<file path="src/rtl/spibm_pkg.sv">
package spibm_pkg;

    localparam int BYTE_W = 8;
    localparam int OFFS_W = 3;
    localparam int DIVR_W = 8;

    localparam logic [OFFS_W-1:0] OFF_MODE = 3'd0;
    localparam logic [OFFS_W-1:0] OFF_RX   = 3'd1;
    localparam logic [OFFS_W-1:0] OFF_TX   = 3'd2;
    localparam logic [OFFS_W-1:0] OFF_CMD  = 3'd3;
    localparam logic [OFFS_W-1:0] OFF_STAT = 3'd4;
    localparam logic [OFFS_W-1:0] OFF_DIV  = 3'd6;

    // Field order matches the mode register bits 4 down to 0.
    typedef struct packed {
        logic lead;   // 0x10: latch on leading edge
        logic en;     // 0x08: port enable
        logic lsb;    // 0x04: LSB first
        logic idle;   // 0x02: clock idle level
        logic loop;   // 0x01: internal loopback
    } mode_t;

    typedef enum logic [1:0] {
        ST_IDLE   = 2'd0,
        ST_SHIFT  = 2'd1,
        ST_FINISH = 2'd2
    } eng_state_t;

endpackage

</file>
<file path="src/rtl/spibm_clkdiv.sv">
module spibm_clkdiv #(
    parameter int DIV_W = 8
) (
    input  logic             clk,
    input  logic             rst_n,
    input  logic             run,
    input  logic [DIV_W-1:0] div,
    output logic             tick
);
    localparam int CW = DIV_W + 1;

    logic [CW-1:0] cnt_q;
    logic [CW-1:0] lim;

    // Half period of the serial clock is 2*(div+1) cycles.
    assign lim  = {div, 1'b1};
    assign tick = run && (cnt_q == lim);

    always_ff @(posedge clk or negedge rst_n) begin
        if (!rst_n) begin
            cnt_q <= '0;
        end else if (!run || tick) begin
            cnt_q <= '0;
        end else begin
            cnt_q <= cnt_q + 1'b1;
        end
    end
endmodule

</file>
<file path="src/rtl/spibm_regs.sv">
module spibm_regs
    import spibm_pkg::*;
#(
    parameter int BITS   = 8,
    parameter int ADDR_W = 3,
    parameter int DIV_W  = 8
) (
    input  logic              clk,
    input  logic              rst_n,
    input  logic [ADDR_W-1:0] bus_addr,
    input  logic [BITS-1:0]   bus_wdata,
    input  logic              bus_we,
    input  logic              bus_re,
    output logic [BITS-1:0]   bus_rdata,
    input  logic              busy,
    input  logic              done,
    input  logic [BITS-1:0]   rx_byte,
    output mode_t             mode,
    output logic [BITS-1:0]   tx_byte,
    output logic [DIV_W-1:0]  div,
    output logic              start,
    output logic              ready
);
    localparam int MODE_W = $bits(mode_t);

    mode_t             mode_q;
    logic [BITS-1:0]   tx_q;
    logic [DIV_W-1:0]  div_q;
    logic              ready_q;
    logic              rx_rd;

    assign start = bus_we && (bus_addr == OFF_CMD) && bus_wdata[0]
                   && mode_q.en && !busy;
    assign rx_rd = bus_re && (bus_addr == OFF_RX);

    always_ff @(posedge clk or negedge rst_n) begin
        if (!rst_n) begin
            mode_q <= '0;
            tx_q   <= '0;
            div_q  <= '0;
        end else if (bus_we) begin
            if (bus_addr == OFF_MODE) mode_q <= mode_t'(bus_wdata[MODE_W-1:0]);
            if (bus_addr == OFF_TX)   tx_q   <= bus_wdata;
            if (bus_addr == OFF_DIV)  div_q  <= bus_wdata[DIV_W-1:0];
        end
    end

    always_ff @(posedge clk or negedge rst_n) begin
        if (!rst_n) begin
            ready_q <= 1'b0;
        end else if (done) begin
            ready_q <= 1'b1;
        end else if (rx_rd || start) begin
            ready_q <= 1'b0;
        end
    end

    always_comb begin
        bus_rdata = '0;
        case (bus_addr)
            OFF_MODE: bus_rdata = BITS'(mode_q);
            OFF_RX:   bus_rdata = rx_byte;
            OFF_TX:   bus_rdata = tx_q;
            OFF_STAT: bus_rdata = BITS'({busy, ready_q});
            OFF_DIV:  bus_rdata = BITS'(div_q);
            default:  bus_rdata = '0;
        endcase
    end

    assign mode    = mode_q;
    assign tx_byte = tx_q;
    assign div     = div_q;
    assign ready   = ready_q;
endmodule

</file>
<file path="src/rtl/spibm_engine.sv">
module spibm_engine
    import spibm_pkg::*;
#(
    parameter int BITS = 8
) (
    input  logic            clk,
    input  logic            rst_n,
    input  logic            start,
    input  logic            tick,
    input  mode_t           mode,
    input  logic [BITS-1:0] tx_byte,
    input  logic            miso,
    output logic            sck,
    output logic            mosi,
    output logic            busy,
    output logic            shifting,
    output logic            done,
    output logic [BITS-1:0] rx_byte
);
    localparam int EDGES = 2 * BITS;
    localparam int EW    = $clog2(EDGES);
    localparam logic [EW-1:0] LAST_EDGE = EW'(EDGES - 1);

    eng_state_t      state_q, state_d;
    mode_t           cfg_q;
    logic [EW-1:0]   edge_q;
    logic [BITS-1:0] tx_sh, rx_sh, rx_q;
    logic [BITS-1:0] tx_ord, rx_next, rx_rev;
    logic            out_q, sck_q;
    logic            cpha, is_sample, is_shift, in_bit, last_tick;

    assign cpha      = ~cfg_q.lead;
    assign is_sample = (edge_q[0] == cpha);
    assign is_shift  = !is_sample
                       && !(!cpha && edge_q == LAST_EDGE)
                       && !( cpha && edge_q == '0);
    assign in_bit    = cfg_q.loop ? out_q : miso;
    assign rx_next   = is_sample ? {rx_sh[BITS-2:0], in_bit} : rx_sh;
    assign last_tick = tick && (edge_q == LAST_EDGE);

    always_comb begin
        for (int i = 0; i < BITS; i++) begin
            tx_ord[i] = mode.lsb ? tx_byte[BITS-1-i] : tx_byte[i];
            rx_rev[i] = rx_next[BITS-1-i];
        end
    end

    // State register
    always_ff @(posedge clk or negedge rst_n) begin
        if (!rst_n) state_q <= ST_IDLE;
        else        state_q <= state_d;
    end

    always_comb begin
        state_d = state_q;
        unique case (state_q)
            ST_IDLE:   if (start)     state_d = ST_SHIFT;
            ST_SHIFT:  if (last_tick) state_d = ST_FINISH;
            ST_FINISH:                state_d = ST_IDLE;
            default:                  state_d = ST_IDLE;
        endcase
    end

    // Output and datapath process
    always_ff @(posedge clk or negedge rst_n) begin
        if (!rst_n) begin
            cfg_q  <= '0;
            edge_q <= '0;
            tx_sh  <= '0;
            rx_sh  <= '0;
            rx_q   <= '0;
            out_q  <= 1'b0;
            sck_q  <= 1'b0;
        end else begin
            unique case (state_q)
                ST_IDLE: begin
                    sck_q <= mode.idle;
                    if (start) begin
                        cfg_q  <= mode;
                        tx_sh  <= tx_ord;
                        out_q  <= tx_ord[BITS-1];
                        rx_sh  <= '0;
                        edge_q <= '0;
                    end
                end
                ST_SHIFT: begin
                    if (tick) begin
                        sck_q  <= ~sck_q;
                        edge_q <= edge_q + 1'b1;
                        rx_sh  <= rx_next;
                        if (is_shift) begin
                            out_q <= tx_sh[BITS-2];
                            tx_sh <= {tx_sh[BITS-2:0], 1'b0};
                        end
                        if (edge_q == LAST_EDGE) begin
                            rx_q <= cfg_q.lsb ? rx_rev : rx_next;
                        end
                    end
                end
                ST_FINISH: begin
                    sck_q <= cfg_q.idle;
                end
                default: ;
            endcase
        end
    end

    assign sck      = sck_q;
    assign mosi     = mode.en ? out_q : 1'b0;
    assign busy     = (state_q != ST_IDLE);
    assign shifting = (state_q == ST_SHIFT);
    assign done     = shifting && last_tick;
    assign rx_byte  = rx_q;
endmodule

</file>
<file path="src/rtl/spi_byte_master.sv">
module spi_byte_master
    import spibm_pkg::*;
#(
    parameter int BITS   = BYTE_W,
    parameter int ADDR_W = OFFS_W,
    parameter int DIV_W  = DIVR_W
) (
    input  logic              clk,
    input  logic              rst_n,
    input  logic [ADDR_W-1:0] bus_addr,
    input  logic [BITS-1:0]   bus_wdata,
    input  logic              bus_we,
    input  logic              bus_re,
    output logic [BITS-1:0]   bus_rdata,
    output logic              irq,
    output logic              sck,
    output logic              mosi,
    input  logic              miso
);
    mode_t            cur_mode;
    logic [BITS-1:0]  tx_byte, rx_byte;
    logic [DIV_W-1:0] div;
    logic             start, ready, eng_busy, eng_shifting, eng_done, tick;
    logic             port_en;

    assign port_en = cur_mode.en;

    spibm_regs #(.BITS(BITS), .ADDR_W(ADDR_W), .DIV_W(DIV_W)) u_regs (
        .clk       (clk),
        .rst_n     (rst_n),
        .bus_addr  (bus_addr),
        .bus_wdata (bus_wdata),
        .bus_we    (bus_we),
        .bus_re    (bus_re),
        .bus_rdata (bus_rdata),
        .busy      (eng_busy),
        .done      (eng_done),
        .rx_byte   (rx_byte),
        .mode      (cur_mode),
        .tx_byte   (tx_byte),
        .div       (div),
        .start     (start),
        .ready     (ready)
    );

    spibm_clkdiv #(.DIV_W(DIV_W)) u_div (
        .clk   (clk),
        .rst_n (rst_n),
        .run   (eng_shifting),
        .div   (div),
        .tick  (tick)
    );

    spibm_engine #(.BITS(BITS)) u_eng (
        .clk      (clk),
        .rst_n    (rst_n),
        .start    (start),
        .tick     (tick),
        .mode     (cur_mode),
        .tx_byte  (tx_byte),
        .miso     (miso),
        .sck      (sck),
        .mosi     (mosi),
        .busy     (eng_busy),
        .shifting (eng_shifting),
        .done     (eng_done),
        .rx_byte  (rx_byte)
    );

    assign irq = ready;
endmodule

</file>
<file path="config.mk">
export PLATFORM = sky130hd
export DESIGN_NAME = spi_byte_master
export DESIGN_NICKNAME = d
export VERILOG_FILES = /design/src/rtl/spibm_pkg.sv /design/src/rtl/spibm_clkdiv.sv /design/src/rtl/spibm_regs.sv /design/src/rtl/spibm_engine.sv /design/src/rtl/spi_byte_master.sv
export SDC_FILE = /design/constraint.sdc
export NUM_CORES = 1
export LEC_CHECK = 0
export ABC_AREA = 1
export BUFFER_PORTS_ARGS = -buffer_cell sky130_fd_sc_hd__buf_2
export CORE_ASPECT_RATIO = 0.75
export CORE_MARGIN = 2
export CORE_UTILIZATION = 50
export DETAILED_ROUTE_END_ITERATION = 8
export GPL_TIMING_DRIVEN = 0
export PLACE_DENSITY = 0.77
export SLEW_MARGIN = 20
export SYNTH_ARGS = -nofsm -noshare
export SYNTH_HDL_FRONTEND = slang
export SYNTH_HIERARCHICAL = 1
export SYNTH_SLANG_ARGS = --single-unit
</file>
<file path="constraint.sdc">
create_clock -name clk -period 1.9 [get_ports clk]
set_input_delay 0.095 -clock clk [delete_from_list [all_inputs] [get_ports clk]]
set_output_delay 0.095 -clock clk [all_outputs]
set_load 0.01 [all_outputs]
</file>
Yosys cells after proc, flatten, opt, wreduce, memory -nomap -nowiden
Cells that the tools add are included.
Storage, ports and cells
  register bits: 66
  input bits: 16
  output and inout port bits: 11
  logic and storage cells: 108
Operators by class
  add/subtract/negate cells: 2
  eq/ne operators: 14
  multiplexer cells: 35
  bitwise logic cells: 2
  reduce and logical (&&, ||, !) cells: 35
Operators with widths (number)
  $pmux 8 s5: 1
  $mux 8: 4
  $mux 7: 3
  $mux 1: 16
  $pmux 8 s2: 1
  $pmux 7 s2: 1
  $logic_and 1x1->1: 12
  $reduce_and 2->1: 6
  $add 9x1->9 const B: 1
  $eq 9x9->1: 1
  $mux 9: 1
  $mux 4: 2
  $pmux 4 s2: 1
  $eq 3x2->1 const B: 2
  $eq 3x3->1 const B: 2
  $reduce_and 3->1: 2
  $reduce_bool 2->1: 3
  $logic_not 1->1: 5
  $add 4x1->4 const B: 1
  $eq 4x4->1 const B: 1
  $logic_not 4->1: 1
  $mux 2: 2
  $ne 2x1->1 const B: 2
  $ne 2x2->1 const B: 2
  other kinds (13): 15

Logic depth before layout (Yosys ltp)
  word-level depth: 8
  depth in mapped cells: 14
  gate-level depth less buffers: 14

Cells and area by module
Netlist, hierarchy kept.
By module, submodules not included
  spibm_engine: instances 1, cells each 269, area an instance 2016.9 um^2, sequential area each 875.8 um^2
  spibm_regs: instances 1, cells each 153, area an instance 1246.2 um^2, sequential area each 550.5 um^2
  spibm_clkdiv: instances 1, cells each 79, area an instance 583.1 um^2, sequential area each 225.2 um^2

Least setup slack after synthesis
No wires, ideal clock.
  path type: register to register
  start point: reg u_div.cnt_q[3]
  end point: reg u_eng.out_q
  library setup time: 0.117 ns
  data arrival time: 1.725 ns
  data required time: 1.783 ns
  path slack: 0.058 ns
  cell stages (with the launch flop): 13
  buffers on the path: 0
  clock period less this slack: 1.842 ns
  cells stage by stage: dfrtp_1 -> inv_1 -> nand2_1 -> nand2_1 -> nand2_1 -> nor2_1 -> nand3_2 -> nor2_1 -> o21ai_2 -> a21oi_4 -> nand2_4 -> nand2_1 -> nand2_1
Between the ends
  longest elaborated chain between the ends: 4
RTL lines
  from (decl): RTL line spibm_clkdiv.sv:12  | logic [CW-1:0] cnt_q;
  from (signal assigned): RTL line spibm_clkdiv.sv:25  | cnt_q <= cnt_q + 1'b1;
  $eq 9x9->1: RTL line spibm_clkdiv.sv:17  | assign tick = run && (cnt_q == lim);
  $logic_and 1x1->1: RTL line spibm_clkdiv.sv:17
  net tick: RTL line spi_byte_master.sv:23  | logic start, ready, eng_busy, eng_shifting, eng_done, tick;
  $ne 2x2->1 (no line)
  $reduce_and 4->1 (no line)
  to (signal assigned): RTL line spibm_engine.sv:81  | out_q <= tx_ord[BITS-1];
  to (signal assigned): RTL line spibm_engine.sv:92  | out_q <= tx_sh[BITS-2];
  to (decl): RTL line spibm_engine.sv:29  | logic out_q, sck_q;
The timed path passes the listed nets, and every way through them passes these cells.
A chain may end at the register's enable or synchronous reset.

Worst setup path in the final report
  start point: reg u_eng.state_q[1]
  end point: reg u_eng.out_q
Between the ends
  longest elaborated chain between the ends: 5
  elaborated cells on any way between the ends: 12
  those cells by class: eq/ne (4); mux (1); reduce/logical (7)
RTL lines
  from (decl): RTL line spibm_engine.sv:24  | eng_state_t state_q, state_d;
  from (signal assigned): RTL line spibm_engine.sv:51  | else state_q <= state_d;
  $reduce_bool 2->1: RTL line spibm_engine.sv:110  | assign busy = (state_q != ST_IDLE);
  net eng_busy: RTL line spi_byte_master.sv:23
  $logic_not 1->1: RTL line spibm_regs.sv:33  | && mode_q.en && !busy;
  $logic_and 1x1->1: RTL line spibm_regs.sv:33
  net start: RTL line spi_byte_master.sv:23
  $ne 2x2->1 (no line)
  $reduce_and 4->1 (no line)
The timed path passes the listed nets, and every way through them passes these cells.

==> summary.md <==
| Metric | Value |
|---|---|
| Total GRT Usage | `22.29%` |
| DRC | `0` |
| Drt total wl | `~9500 µm` |
| Crit path cell chain | `inv_2 -> ha_4 -> clkinvlp_4 -> nor2_2 -> nand3_2 -> inv_2 -> inv_1 -> nand2_2 -> o21ai_2 -> a21oi_4 -> nand2_4 -> nand2_1 -> nand2_1` |
| # diodes | `0` |
| Post-route ant nets | `0` |
| Pwr dens | `1139 nW/µm²` |
| #FFs+latches synth | `66` |
| Synthesized area | `a little under 4000 µm²` |
| WHS | `~30 ps` |
| Final setup margin | `-43.10 ps` |
| Status | `finished with violations` |
| Syn nets | `approximately 520` |
| Initial antenna violation count | `0` |
| Crit path buf inv count | `4` |
| Global route overflow | `0` |
| Core footprint | `7398 µm²` |
| Post-route design area | `4559 µm²` |
| Clock Path Buffers | `2` |
| Routed wire per std cell | `14.33 µm` |
| Delay-heaviest family, CP | `simple AND/OR/NAND/NOR gates` |
| Worst EP required | `2150 ps` |
| Syn-to-layout area delta | `18.54%` |
| DP HPWL | `6539 µm` |
| Post-DR vias/cell | `5.391` |
| Tcrit/Tclk final | `102.3%` |
| Max VDD drop | `459.6 µV` |
| Mapped Avg Cell Area | `between 7 and 8 µm²` |
| Failing checks | `setup timing` |
| Final core utilization | `61.63%` |
| Post-Syn Instances | `501` |
| Crit-path max FO | `8` |
| Largest stage delay, worst path | `410 ps` |
| Post-route minimum period | `1943 ps` |
| Crit path arrival time | `2190 ps` |
| Largest net degree at the start of global routing | `53` |
| Post-Place Cell Area | `approximately 4100 µm²` |
| RSZ-0062 raised after global routing | `yes` |
| Die area | `around 8400 µm²` |
| DRT Pass-1 Iters | `5` |
| Root buf cell | `clkbuf_8` |
| CTS Buf Count | `9` |
| Layout cell share with drive strength beyond 1 | `24.56%` |
| RD Place Congestion | `0.9281` |
| Hold Vio Cnt, Final | `0` |
| Yosys warnings | `6` |
| First-pass GRT wire length | `between 10000 and 15000 µm` |
| Fillers | `623` |
| Initial Utilization | `51.99%` |
| Startpoint Class | `register` |
| Commonest non-fill, non-tap cell in the layout | `nand2_1` |
| TritonCTS Sinks | `66` |
| CP max stage cell | `dfrtp_1` |
| Via Count | `3574` |
| Fmax | `just over 0.5 GHz` |
| P_leak | `0.002394 µW` |
| I/O Pins | `27` |
| Worst-Margin Slew | `463.7 ps` |
| Row cnt | `27` |
| Fin nets | `between 500 and 600` |
| I/O Buffers | `24` |
| Relative slew slack | `69.08%` |
| Die width | `105.3 µm` |
| Hold WC Path Type | `in2reg` |
| Reg2reg setup slack | `-40 ps` |
| Vias in the first global route | `3020` |
| Slew Viols, Final | `0` |
| Post-synthesis sequential area ratio | `approximately 43%` |
| Final worst clock skew | `between 8 and 9 ps` |
| Clock transition at path regs | `about 80 ps` |
| Crit. End Element | `register` |
| CP Class | `reg2reg` |
| H-tree Lvls | `3` |
| Max-cap viol count | `0` |
| CTS tree | `built` |
| Most frequent cells in the layout | `175 x nand2_1, 65 x dfrtp_1, 58 x nand3_1` |
| Die Ht | `79.96 µm` |
| Final setup fails | `9` |
| Synth unique cells | `35` |
| Clk Latency, worst-skew pair | `350 ps` |
| 1st-iter DRT viols | `282` |
==> path summary, 6_finish.rpt <==
kind,start,to,cells after the start
max,u_eng/state_q[1],u_eng/out_q,13
min,bus_wdata[7],u_regs/div[7],3
max reg2reg,u_eng/state_q[1],u_eng/out_q,13
min reg2reg,u_eng/tx_sh[4],u_eng/tx_sh[4],2
max in group asynchronous,rst_n,u_div/cnt_q[2],3
min in group asynchronous,rst_n,u_eng/tx_sh[3],2
==> kinds of logic (layout without fill, tap and decap cells) <==
logic type,count (synthesis),after routing,share of synthesized area (%)
xor gates and xnor gates,8,8,1.822
and+or+nand+nor,302,303,36.27
buffers and inverters,65,125,7.677
DFF,66,66,42.94
adders and majority gates,7,7,2.277
muxes,1,1,0.2928
AOI/OAI and AO/OA,52,52,8.719
==> flip-flops by register name (all words and copies together), names as in the netlist <==
register,count
u_div/cnt_q,9
u_eng/cfg_q,4
u_eng/edge_q,4
u_eng/out_q,1
u_eng/rx_byte,8
u_eng/rx_sh,8
u_eng/sck,1
u_eng/state_q,2
u_eng/tx_sh,7
u_regs/div,8
u_regs/mode,5
u_regs/ready,1
u_regs/tx_byte,8
==> where the power goes <==
group	internal, µW	switching [µW]
combinational	774	1240
clock	671	561
sequential	1670	270
==> per-layer routing <==
layer / wire length, µm / GRT usage, % / vias to the layer above
li1: - / - / 1723
met1: 4529 / 32.48 / 1680
met2: 4126 / 32.71 / 156
met3: 696 / 5.633 / 15
met4: 151 / 6.400 / 0
met5: 0 / 0 / -
==> layout make-up <==
type | count | area, µm² | share of cell area, %
sequential | 66 | 1653 | 36.25
timing repair buffer | 44 | 311.5 | 6.833
clock inverter | 5 | 52.55 | 1.153
clock buffer | 11 | 151.4 | 3.321
buffer | 11 | 87.58 | 1.921
inverter | 54 | 214.0 | 4.693
tap | 101 | 126.4 | 2.772
multi-input combinational | 371 | 1963 | 43.06
==> stage by stage <==
step | setup WS [ps] | power (µW) | instances | setup TNS (ps)
finish | -43.10 | 5194 | 663 | -195.9
global route | -136.5 | 5525 | 663 | -1904
CTS | 0.8695 | 4937 | 651 | 0
detailed placement | -318.3 | 3610 | 627 | -4875
global placement | -284.2 | 3536 | 626 | -4156
floorplan | 58.17 | 3164 | 501 | 0
==> Yosys cell counts (all sizes together) <==
| cell | count | area share (%) |
|---|---|---|
| nor2 | 34 | 4.3 |
| a21boi | 1 | 0.20 |
| o22ai | 1 | 0.16 |
| dfrtp | 66 | 43 |
| buf | 10 | 2.2 |
| ha | 7 | 2.3 |
| xnor2 | 1 | 0.23 |
| xor2 | 7 | 1.6 |
| nand3 | 65 | 9.4 |
| a21oi | 5 | 1.0 |
| clkinv | 1 | 0.23 |
| inv | 53 | 5.2 |
| a31oi | 1 | 0.16 |
| nand2 | 193 | 21 |
| clkbuf | 1 | 0.097 |
| nor3 | 1 | 0.26 |
| or2 | 1 | 0.16 |
| nand4 | 8 | 1.3 |
| o21bai | 1 | 0.20 |
| mux2 | 1 | 0.29 |
| o21ai | 43 | 7.0 |
==> worst register-to-register path, stage by stage, from the launching register on <==
cell and delay, ps:
dfrtp_1 410, inv_2 100, ha_4 180, clkinvlp_4 130, nor2_2 110, nand3_2 110
inv_2 80, inv_1 50, nand2_2 80, o21ai_2 90, a21oi_4 220, nand2_4 130
nand2_1 100, nand2_1 50
==> what timing repair did <==
action | in CTS | in global routing
gates resized for setup | 8 | 19
hold buffers | 3 | 0
buffers inserted | 5 | 10
gates cloned | 0 | 2
hold endpoints to repair | 70 | 0
endpoints found under the setup margin | 32 | 29
pin swaps | 1 | 7
Note: power is estimated with default switching activity, not from simulation.
